**src/rtl/i2c_cmd_pkg.sv**
```systemverilog
package i2c_cmd_pkg;

  localparam int CODE_W = 3;
  localparam int DATA_W = 8;
  localparam int CMD_W  = CODE_W + DATA_W;

  typedef enum logic [CODE_W-1:0] {
    CMD_WR   = 3'd0,
    CMD_SLV  = 3'd1,
    CMD_RDA  = 3'd2,
    CMD_RDN  = 3'd3,
    CMD_STA  = 3'd4,
    CMD_RSTA = 3'd5,
    CMD_STO  = 3'd6,
    CMD_BAD  = 3'd7
  } cmd_code_e;

  typedef enum logic [2:0] {
    ST_FREE, ST_HELD, ST_REL, ST_START, ST_BYTE, ST_STOP
  } eng_state_e;

  typedef enum logic [1:0] {
    SCL_FREE, SCL_LOW, SCL_PULSE
  } scl_mode_e;

  typedef enum logic [1:0] {
    SDA_KEEP, SDA_LOW, SDA_REL, SDA_TX
  } sda_op_e;

  typedef struct packed {
    logic      runSlot;
    scl_mode_e sclMode;
    sda_op_e   sdaOp;
    logic      txLoad;
    logic      rxShift;
    logic      rxCommit;
  } strobe_t;

  typedef struct packed {
    logic lowMid;
    logic highMid;
    logic slotLast;
  } timing_t;

endpackage

```
**src/rtl/i2c_cmd_dp.sv**
```systemverilog
module i2c_cmd_dp
  import i2c_cmd_pkg::*;
#(
  parameter int PRE_W    = 8,
  parameter int STD_Q    = 10,
  parameter int STD_LOW  = 5,
  parameter int FAST_Q   = 25,
  parameter int FAST_LOW = 15
) (
  input  logic              clk,
  input  logic              rstN,
  input  logic              fastMode,
  input  logic [PRE_W-1:0]  prescale,
  input  logic              sdaIn,
  input  strobe_t           stb,
  input  logic [DATA_W-1:0] txByte,
  output timing_t           tim,
  output logic              sclOe,
  output logic              sdaOe,
  output logic [DATA_W-1:0] rxData,
  output logic              rxValid
);

  localparam int QW = $clog2(FAST_Q + 1);

  logic [PRE_W-1:0]  preCnt;
  logic [QW-1:0]     q, qLast, qLow, qLowMid, qHighMid;
  logic              qTick;
  logic [DATA_W-1:0] txSh, rxSh;

  // Quantum positions for the selected bit period
  always_comb begin
    if (fastMode) begin
      qLast    = QW'(FAST_Q - 1);
      qLow     = QW'(FAST_LOW);
      qLowMid  = QW'(FAST_LOW / 2);
      qHighMid = QW'(FAST_LOW + (FAST_Q - FAST_LOW) / 2);
    end else begin
      qLast    = QW'(STD_Q - 1);
      qLow     = QW'(STD_LOW);
      qLowMid  = QW'(STD_LOW / 2);
      qHighMid = QW'(STD_LOW + (STD_Q - STD_LOW) / 2);
    end
  end

  assign qTick        = stb.runSlot && (preCnt == prescale);
  assign tim.lowMid   = qTick && (q == qLowMid);
  assign tim.highMid  = qTick && (q == qHighMid);
  assign tim.slotLast = qTick && (q == qLast);

  assign sclOe = (stb.sclMode == SCL_LOW) ||
                 ((stb.sclMode == SCL_PULSE) && (q < qLow));

  always_ff @(posedge clk) begin
    if (!rstN) begin
      preCnt <= '0;
      q      <= '0;
    end else if (!stb.runSlot) begin
      preCnt <= '0;
      q      <= '0;
    end else if (qTick) begin
      preCnt <= '0;
      q      <= (q == qLast) ? '0 : q + 1'b1;
    end else begin
      preCnt <= preCnt + 1'b1;
    end
  end

  always_ff @(posedge clk) begin
    if (!rstN) begin
      sdaOe   <= 1'b0;
      txSh    <= '0;
      rxSh    <= '0;
      rxData  <= '0;
      rxValid <= 1'b0;
    end else begin
      rxValid <= stb.rxCommit;
      if (stb.txLoad) begin
        txSh <= txByte;
      end else if (stb.sdaOp == SDA_TX) begin
        txSh <= {txSh[DATA_W-2:0], 1'b0};
      end
      case (stb.sdaOp)
        SDA_LOW: sdaOe <= 1'b1;
        SDA_REL: sdaOe <= 1'b0;
        SDA_TX:  sdaOe <= ~txSh[DATA_W-1];
        default: sdaOe <= sdaOe;
      endcase
      if (stb.rxShift) rxSh <= {rxSh[DATA_W-2:0], sdaIn};
      if (stb.rxCommit) rxData <= rxSh;
    end
  end

endmodule

```
**src/rtl/i2c_cmd_ctrl.sv**
```systemverilog
module i2c_cmd_ctrl
  import i2c_cmd_pkg::*;
(
  input  logic              clk,
  input  logic              rstN,
  input  logic [CMD_W-1:0]  cmdWord,
  input  logic              cmdWrite,
  input  logic              chanEnReq,
  input  logic              chanIdleReq,
  input  logic              sdaIn,
  input  timing_t           tim,
  output strobe_t           stb,
  output logic [DATA_W-1:0] txByte,
  output logic              bufValid,
  output logic              tbufInd,
  output logic              chanOn,
  output logic              idleRefused,
  output logic              engineBusy,
  output logic              nackRcvd,
  output logic              cmdError
);

  localparam int BIT_W = $clog2(DATA_W + 2);
  localparam logic [BIT_W-1:0] ACK_BIT = BIT_W'(DATA_W);

  eng_state_e       state;
  logic [CMD_W-1:0] bufWord;
  logic [BIT_W-1:0] bitCnt;
  logic             isRead, ackLow, take, ackSlot;
  cmd_code_e        code;

  assign code       = cmd_code_e'(bufWord[CMD_W-1:DATA_W]);
  assign txByte     = bufWord[DATA_W-1:0];
  assign take       = bufValid && ((state == ST_FREE) || (state == ST_HELD));
  assign engineBusy = !((state == ST_FREE) || (state == ST_HELD));
  assign ackSlot    = (bitCnt == ACK_BIT);

  // Strobes towards the datapath
  always_comb begin
    stb = '{runSlot: 1'b0, sclMode: SCL_FREE, sdaOp: SDA_KEEP,
            txLoad: 1'b0, rxShift: 1'b0, rxCommit: 1'b0};
    stb.txLoad = take && ((code == CMD_WR) || (code == CMD_STA) || (code == CMD_RSTA));
    case (state)
      ST_HELD: stb.sclMode = SCL_LOW;
      ST_REL: begin
        stb.runSlot = 1'b1;
        stb.sclMode = SCL_PULSE;
        if (tim.lowMid) stb.sdaOp = SDA_REL;
      end
      ST_START: begin
        stb.runSlot = 1'b1;
        if (tim.highMid) stb.sdaOp = SDA_LOW;
      end
      ST_BYTE: begin
        stb.runSlot = 1'b1;
        stb.sclMode = SCL_PULSE;
        if (tim.lowMid) begin
          if (!ackSlot)     stb.sdaOp = isRead ? SDA_REL : SDA_TX;
          else              stb.sdaOp = (isRead && ackLow) ? SDA_LOW : SDA_REL;
        end
        if (tim.highMid && !ackSlot && isRead) stb.rxShift = 1'b1;
        if (tim.slotLast && ackSlot && isRead) stb.rxCommit = 1'b1;
      end
      ST_STOP: begin
        stb.runSlot = 1'b1;
        stb.sclMode = SCL_PULSE;
        if (tim.lowMid)  stb.sdaOp = SDA_LOW;
        if (tim.highMid) stb.sdaOp = SDA_REL;
      end
      default: ;
    endcase
  end

  // Buffer and channel state
  always_ff @(posedge clk) begin
    if (!rstN) begin
      bufValid    <= 1'b0;
      bufWord     <= '0;
      tbufInd     <= 1'b0;
      chanOn      <= 1'b1;
      idleRefused <= 1'b0;
    end else begin
      tbufInd     <= take;
      idleRefused <= chanIdleReq && bufValid;
      if (chanIdleReq && !bufValid) chanOn <= 1'b0;
      else if (chanEnReq)           chanOn <= 1'b1;
      if (take) begin
        bufValid <= 1'b0;
      end else if (cmdWrite && chanOn && !bufValid) begin
        bufValid <= 1'b1;
        bufWord  <= cmdWord;
      end
    end
  end

  // Phase sequencer
  always_ff @(posedge clk) begin
    if (!rstN) begin
      state    <= ST_FREE;
      bitCnt   <= '0;
      isRead   <= 1'b0;
      ackLow   <= 1'b0;
      nackRcvd <= 1'b0;
      cmdError <= 1'b0;
    end else begin
      case (state)
        ST_FREE, ST_HELD: begin
          if (take) begin
            nackRcvd <= 1'b0;
            cmdError <= 1'b0;
            bitCnt   <= '0;
            case (code)
              CMD_WR: begin
                isRead <= 1'b0;
                state  <= ST_BYTE;
              end
              CMD_RDA, CMD_RDN: begin
                isRead <= 1'b1;
                ackLow <= (code == CMD_RDA);
                state  <= ST_BYTE;
              end
              CMD_STA, CMD_RSTA: begin
                isRead <= 1'b0;
                state  <= (state == ST_HELD) ? ST_REL : ST_START;
              end
              CMD_STO: state <= (state == ST_HELD) ? ST_STOP : ST_FREE;
              default: cmdError <= 1'b1;
            endcase
          end
        end
        ST_REL:   if (tim.slotLast) state <= ST_START;
        ST_START: if (tim.slotLast) begin
          bitCnt <= '0;
          state  <= ST_BYTE;
        end
        ST_BYTE: begin
          if (tim.highMid && ackSlot && !isRead) nackRcvd <= sdaIn;
          if (tim.slotLast) begin
            if (ackSlot) state <= ST_HELD;
            else         bitCnt <= bitCnt + 1'b1;
          end
        end
        ST_STOP:  if (tim.slotLast) state <= ST_FREE;
        default:  state <= ST_FREE;
      endcase
    end
  end

endmodule

```
**src/rtl/i2c_cmd_engine.sv**
```systemverilog
module i2c_cmd_engine
  import i2c_cmd_pkg::*;
#(
  parameter int PRE_W    = 8,
  parameter int STD_Q    = 10,
  parameter int STD_LOW  = 5,
  parameter int FAST_Q   = 25,
  parameter int FAST_LOW = 15
) (
  input  logic              clk,
  input  logic              rstN,
  input  logic              fastMode,
  input  logic [PRE_W-1:0]  prescale,
  input  logic [CMD_W-1:0]  cmdWord,
  input  logic              cmdWrite,
  input  logic              chanEnReq,
  input  logic              chanIdleReq,
  input  logic              sdaIn,
  output logic              bufValid,
  output logic              tbufInd,
  output logic              chanOn,
  output logic              idleRefused,
  output logic              engineBusy,
  output logic [DATA_W-1:0] rxData,
  output logic              rxValid,
  output logic              nackRcvd,
  output logic              cmdError,
  output logic              sclOe,
  output logic              sdaOe
);

  strobe_t           stb;
  timing_t           tim;
  logic [DATA_W-1:0] txByte;

  i2c_cmd_ctrl u_ctrl (
    .clk(clk), .rstN(rstN), .cmdWord(cmdWord), .cmdWrite(cmdWrite),
    .chanEnReq(chanEnReq), .chanIdleReq(chanIdleReq), .sdaIn(sdaIn),
    .tim(tim), .stb(stb), .txByte(txByte), .bufValid(bufValid),
    .tbufInd(tbufInd), .chanOn(chanOn), .idleRefused(idleRefused),
    .engineBusy(engineBusy), .nackRcvd(nackRcvd), .cmdError(cmdError)
  );

  i2c_cmd_dp #(
    .PRE_W(PRE_W), .STD_Q(STD_Q), .STD_LOW(STD_LOW),
    .FAST_Q(FAST_Q), .FAST_LOW(FAST_LOW)
  ) u_dp (
    .clk(clk), .rstN(rstN), .fastMode(fastMode), .prescale(prescale),
    .sdaIn(sdaIn), .stb(stb), .txByte(txByte), .tim(tim),
    .sclOe(sclOe), .sdaOe(sdaOe), .rxData(rxData), .rxValid(rxValid)
  );

endmodule

```
**config.mk**
```make
export PLATFORM = sky130hd
export DESIGN_NAME = i2c_cmd_engine
export DESIGN_NICKNAME = d
export VERILOG_FILES = /design/src/rtl/i2c_cmd_pkg.sv /design/src/rtl/i2c_cmd_dp.sv /design/src/rtl/i2c_cmd_ctrl.sv /design/src/rtl/i2c_cmd_engine.sv
export SDC_FILE = /design/constraint.sdc
export NUM_CORES = 1
export LEC_CHECK = 0
export CORE_ASPECT_RATIO = 0.6
export CORE_MARGIN = 2
export CORE_UTILIZATION = 33
export CTS_CLUSTER_DIAMETER = 80
export CTS_CLUSTER_SIZE = 24
export DETAILED_ROUTE_END_ITERATION = 6
export PLACE_DENSITY = 0.54
export SLEW_MARGIN = 25
export SYNTH_ARGS = -nofsm -noshare
export SYNTH_HDL_FRONTEND = slang
export SYNTH_SLANG_ARGS = --single-unit
```
**constraint.sdc**
```tcl
create_clock -name clk -period 2.6 [get_ports clk]
set_input_delay 0.26 -clock clk [delete_from_list [all_inputs] [get_ports clk]]
set_output_delay 0.26 -clock clk [all_outputs]
set_load 0.01 [all_outputs]
```
* Word level (Yosys, flattened, before mapping)
Cells that the tools add are included.
** Word-level totals
- Logic and storage cells :: 151
- Flip-flop bits (word level) :: 65
- Input bits :: 26
- Output and inout port bits :: 18
** Cells by class
- Equality and inequality tests :: 29
- Reduce and logical (&&, ||, !) cells :: 52
- Order comparisons :: 1
- Add/sub/neg operators :: 3
- Bitwise operators :: 4
- Multiplexer cells :: 44
** Operator list (count)
- $mux 3 :: 8
- $mux 4 :: 5
- $logic_and 1x1->1 :: 18
- $mux 8 :: 2
- $eq 3x3->1 const B :: 5
- $mux 5 :: 3
- $pmux 3 s5 :: 1
- $ne 2x1->1 const B :: 7
- $eq 3x2->1 const B :: 4
- $mux 1 :: 12
- $mux 2 :: 6
- $pmux 4 s3 :: 1
- $reduce_or 3->1 :: 4
- $eq 5x5->1 :: 2
- $pmux 3 s3 :: 1
- $reduce_and 3->1 :: 3
- $add 8x1->8 const B :: 1
- $eq 8x8->1 :: 1
- $pmux 2 s4 :: 1
- $reduce_bool 2->1 :: 4
- $reduce_or 2->1 :: 4
- $reduce_and 7->1 :: 1
- $eq 2x2->1 const B :: 3
- $logic_not 3->1 :: 2
- 20 further kinds :: 34

* Logic depth before layout (Yosys ltp)
- Word-level depth :: 11
- Depth in mapped cells :: 9
- Mapped depth without buffers :: 8

* Modules after synthesis
From an unflattened synthesis, not the netlist that was laid out.
** Unflattened totals
- Cell total of the unflattened synthesis :: 369
- Area, all modules :: 3357.0 um2
** By module, submodules not included
- i2c_cmd_dp :: area an instance 1861.8 um2, cells each 197, seq. area each 780.7 um2, times used 1
- i2c_cmd_ctrl :: area an instance 1495.2 um2, cells each 172, seq. area each 520.5 um2, times used 1

* Worst setup path after synthesis
Ideal clock, no wire load.
- Path kind :: flip-flop to flip-flop
- Start point :: register u_ctrl.state[1]
- End point :: register u_dp.rxSh[1]
- Library setup time :: 0.128 ns
- Buffers on the path :: 1
- Data required time :: 2.472 ns
- Setup slack :: 0.269 ns
- Clock period less this slack :: 2.331 ns
- Cell stages (with the launch flop) :: 9
- Arrival time :: 2.203 ns
- Path through :: dfxtp_1 > clkbuf_2 > inv_2 > ha_1 > nand2_1 > or3_4 > nor4_4 > mux2i_1 > nor2_1
** Between the ends
- Longest elaborated chain between the ends :: 9
- Elaborated cells between the ends (all ways) :: 12
- Classes of those cells :: eq/ne: 4; mux: 3; reduce/logical: 5
** Ends and longest elaborated chain
- start, declared :: line i2c_cmd_ctrl.sv:26 : eng_state_e state;
- start signal, assigned :: line i2c_cmd_ctrl.sv:124 : state <= (state == ST_HELD) ? ST_REL : ST_START;
- start signal, assigned :: line i2c_cmd_ctrl.sv:126 : CMD_STO: state <= (state == ST_HELD) ? ST_STOP : ST_FREE;
- $eq 3x2->1 / $eq 3x3->1 (equally long branches) :: line i2c_cmd_ctrl.sv:43 : case (state)
- $reduce_or 4->1 (no source line)
- $mux 1 :: line i2c_cmd_ctrl.sv:43
- $logic_and 1x1->1 :: line i2c_cmd_dp.sv:46 : assign qTick = stb.runSlot && (preCnt == prescale);
- $logic_and 1x1->1 :: line i2c_cmd_dp.sv:48 : assign tim.highMid = qTick && (q == qHighMid);
- $logic_and 1x1->1 (2 in series) :: line i2c_cmd_ctrl.sv:61 : if (tim.highMid && !ackSlot && isRead) stb.rxShift = 1'b1;
- $mux 1 :: line i2c_cmd_ctrl.sv:61
- $mux 2 (*) :: line i2c_cmd_ctrl.sv:43
- end signal, assigned :: line i2c_cmd_dp.sv:89 : if (stb.rxShift) rxSh <= {rxSh[DATA_W-2:0], sdaIn};
- end, declared :: line i2c_cmd_dp.sv:29 : logic [DATA_W-1:0] txSh, rxSh;
Every way passes the cells marked *; elsewhere a longest branch is shown, timed or not.
A chain may end at the register's enable or synchronous reset.

* Worst setup path after layout
- Start point :: input port fastMode
- End point :: output port sclOe
** Between the ends
- Longest elaborated chain between the ends :: 4
** Ends and longest elaborated chain
- start, declared :: line i2c_cmd_engine.sv:12 : input logic fastMode,
- $mux 4 :: line i2c_cmd_dp.sv:33 : if (fastMode) begin
- $lt 5x4->1 :: line i2c_cmd_dp.sv:52 : ((stb.sclMode == SCL_PULSE) && (q < qLow));
- $logic_and 1x1->1 :: line i2c_cmd_dp.sv:52
- $logic_or 1x1->1 :: line i2c_cmd_dp.sv:51 : assign sclOe = (stb.sclMode == SCL_LOW) ||
- end, declared :: line i2c_cmd_engine.sv:28 : output logic sclOe,
No other way between the ends.

==> summary.txt <==
Run status
  • Status: complete, no violations

Routing
  • DR pass1 iterations: 4
  • Total number of vias: 2,669
  • DRT antenna net count: 0
  • Post-DR wirelength/cell: 13.2 microns
  • DR iter-0 viols: 161
  • # DRC: 0
  • Vias/cell: 4.82
  • DRT Wirelength: 7.31 mm

Timing
  • Slew headroom: between 30% and 40%
  • Tcrit/Tclk final: 93.3%
  • Final worst slack: 174 ps
  • RSZ-0062 raised after global routing: false
  • Period minus WS final: 2430 ps
  • Measured slew at the worst slew-check pin: about 940 ps
  • Fmax: 412 MHz
  • Final hold vios: 0
  • Final Setup Violations: 0
  • Final slew viol count: 0
  • Setup Skew: between 5 and 6 ps

Worst hold path
  • Worst hold path stage count: 2
  • Hold Path Class: reg2reg
  • Hold Startpoint: u_ctrl.bufWord[6]

Final layout
  • Final nets: 452
  • Ant diodes: 0
  • Post-Route Utilization: 45.5%
  • Layout area overhead: 33.7%
  • Share of cells above drive strength 1: 10.4%

Setup path
  • CP max stage cell: clkdlybuf4s50_1
  • CP Class: in2out
  • Slowest Stage Delay on Critical Path: roughly 500 ps
  • Critical Path End Type: output pin
  • Worst Setup Start Kind: input port
  • Critical path fanouts, max: 2
  • CP Launch Point: fastMode
  • Register-to-Register Path Depth: 8
  • CP Data Required Time: ~2300 ps
  • Worst path cell trace: clkdlybuf4s50_1 > inv_1 > ha_1 > a21o_1 > a311oi_2 > a21oi_1 > o21ai_0 > dlygate4sd2_1
  • Arr. time, crit path: 2170 ps
  • Worst reg2reg startpoint: u_ctrl.state[1]

Logic synthesis
  • Syn_nets: 392
  • Distinct cells, synth: 54
  • Syn Area/Cell: 8.72 sq um
  • Netlist Area Pre-Place: between 0.003 and 0.004 sq mm
  • Seq/Total Area, Yosys: 41.6%
  • Yosys warning count: 0
  • Post-Synthesis Cells: ~360
  • Flops & latches, synth: 65

Power
  • Power share of the clock group: 41.3%
  • Pint: 2.36 mW
  • Peak supply drop: 0.372 mV
  • Switching Share: 30.6%
  • P_sw: around 1.0 mW
  • PwrDens: about 800 mW/mm^2
  • Sequential share of power: 33.1%
  • Comb pwr share: 25.6%
  • LEAKAGE: 1.72 nW

Clocking
  • Clk Tree Root Cell: clkbuf_16
  • Htree depth: 3
  • CTS tree: built
  • Clock buffer depth: 2
  • Worst skew pair latency: 330 ps
  • Num CTS Buffers: 9
  • Clock-pin slew on the worst setup and hold paths: 50 ps
  • Clock net sink count: between 60 and 70

Global routing
  • Vias in the first global route: 2,499
  • Initial antenna violation count: 0
  • Largest net degree at the start of global routing: 40
  • First-pass GRT wire length: 12.3 mm
  • GRT overflow: 0
  • Total GRT Usage: 15.6%

Die
  • Core Box Area: between 0.009 and 0.01 sq mm
  • Die height: between 70 and 80 microns
  • Die Wd: 130 microns
  • Initial Utilization: 34.1%
  • Die footprint: 0.0103 sq mm
  • # rows: 27
  • IO Pins: 44

Placed design
  • Pre-CTS worst setup slack: -211 ps
  • DP HPWL: 5.39 mm
  • Gpl congestion: about 0.8
  • # port buffers: 43

Job
  • Max cap viols: 0
[cells in the mapped netlist, drive strengths merged]
cell type,count,area (sq um)
a211oi,1,7.51
a21o,2,15.0
a21oi,18,90.1
a22o,1,8.76
a22oi,1,7.51
a311oi,1,8.76
a31oi,1,6.26
a32o,1,10.0
and2,5,31.3
and3,4,25.0
and3b,1,8.76
and4,1,8.76
buf,2,11.3
clkbuf,11,42.5
dfxtp,65,1300
ha,7,87.6
inv,13,48.8
mux2,1,11.3
mux2i,36,360
nand2,30,113
nand2b,3,18.8
nand3,15,85.1
nand3b,2,15.0
nand4,3,25.0
nor2,52,195
nor2b,4,25.0
nor3,8,40.0
nor3b,4,35.0
nor4,3,48.8
nor4b,1,8.76
o2111ai,2,17.5
o211a,1,10.0
o211ai,3,22.5
o21a,1,7.51
o21ai,24,120
o21bai,2,15.0
o22ai,3,18.8
o2bb2ai,1,8.76
o311ai,1,8.76
o31ai,1,7.51
o32ai,1,8.76
or3,5,36.3
or4,1,7.51
xnor2,9,78.8
xor2,7,61.3
[power groups by stage]
stage	combinational [mW]	clock [mW]	sequential, mW
2_1_floorplan	0.602	0	1.12
4_1_cts	0.872	1.43	1.13
3_5_place_dp	0.879	0	1.15
6_report	0.870	1.40	1.13
5_1_grt	0.978	1.48	1.14
3_3_place_gp	0.880	0	1.15
[worst max-delay path, delay by kind of cell]
kind                       cells  cell delay [ps]
adders and majority gates      1              310
AOI/OAI and AO/OA              4              740
buffers and inverters          3              850
[final timing paths]
check             slack (ps)            to
setup / recovery         170         sclOe
hold / removal           450  u_dp.txSh[6]
setup reg to reg         430  u_dp.rxSh[7]
hold reg to reg          450  u_dp.txSh[6]
[timing repair]
| item | CTS | global route |
|---|---|---|
| hold buffers | 0 | 0 |
| resized for setup | 2 | 0 |
| buffers inserted | 0 | 0 |
| endpoints found under the setup margin | 1 | 0 |
[logic make-up (layout without fill, tap and decap cells)]
kind of cell	after synthesis	count (layout)	synth area share, %
muxes	37	37	11.9
DFF	65	65	41.6
xor gates and xnor gates	16	16	4.48
AOI/OAI and AO/OA	66	66	12.8
adders and majority gates	7	7	2.80
buffers and inverters	26	91	3.28
and+or+nand+nor	142	142	23.2
[per-stage QoR]
stage          instance area [sq um]  std cells  hold WS [ps]  power [mW]  TNS [ps]
2_1_floorplan                   3130        359           395        1.72         0
3_3_place_gp                    3840        538           439        2.03      -135
3_5_place_dp                    3840        538           449        2.03      -211
4_1_cts                         4180        554           455        3.43         0
5_1_grt                         4180        554           485        3.60         0
6_report                        4180        554           448        3.40         0
[placed cells by master, fill, tap and decap left out, types with 2 or more instances in the layout]
cell type,instances
a21o_1,2
a21oi_1,18
and2_1,5
and3_1,4
buf_12,2
buf_4,17
bufinv_16,3
clkbuf_16,9
clkdlybuf4s50_1,42
clkinv_2,2
dfxtp_1,65
ha_1,7
inv_1,12
mux2i_1,36
nand2_1,30
nand2b_1,3
nand3_1,13
nand3_2,2
nand3b_1,2
nand4_1,2
nor2_1,52
nor2b_1,4
nor3_1,8
nor3b_1,3
nor4_4,2
o2111ai_1,2
o211ai_1,3
o21ai_0,8
o21ai_1,16
o21bai_1,2
o22ai_1,3
or3_1,4
xnor2_1,9
xor2_1,7
[layout make-up]
cell class	count	area (sq um)
timing repair buffer	62	597
multi-input combinational	268	1730
tap	130	163
inverter	13	48.8
clock inverter	7	118
sequential	65	1300
clock buffer	9	225
fill	918	5000
[state kept, by name, indices dropped and copies added (netlist names)]
| signal | flops |
|---|---|
| u_ctrl.bitCnt | 4 |
| u_ctrl.state | 3 |
| u_ctrl.bufWord | 11 |
| u_ctrl.chanOn | 1 |
| u_ctrl.cmdError | 1 |
| u_ctrl.bufValid | 1 |
| u_dp.preCnt | 8 |
| u_ctrl.nackRcvd | 1 |
| u_dp.sdaOe | 1 |
| u_dp.rxValid | 1 |
| u_dp.txSh | 8 |
| u_ctrl.isRead | 1 |
| u_dp.rxSh | 8 |
| u_ctrl.idleRefused | 1 |
| u_dp.q | 5 |
| u_ctrl.ackLow | 1 |
| u_ctrl.tbufInd | 1 |
| u_dp.rxData | 8 |
[metal layers]
layer / share of wire (%) / track usage [%] / up-vias
li1: - / - / 1385
met1: 54 / 22.5 / 1216
met2: 39 / 20.8 / 59
met3: 6.4 / 6.10 / 9
met4: 1.2 / 5.16 / 0
met5: 0 / 0 / -
Note: power is estimated with default switching activity, not from simulation.
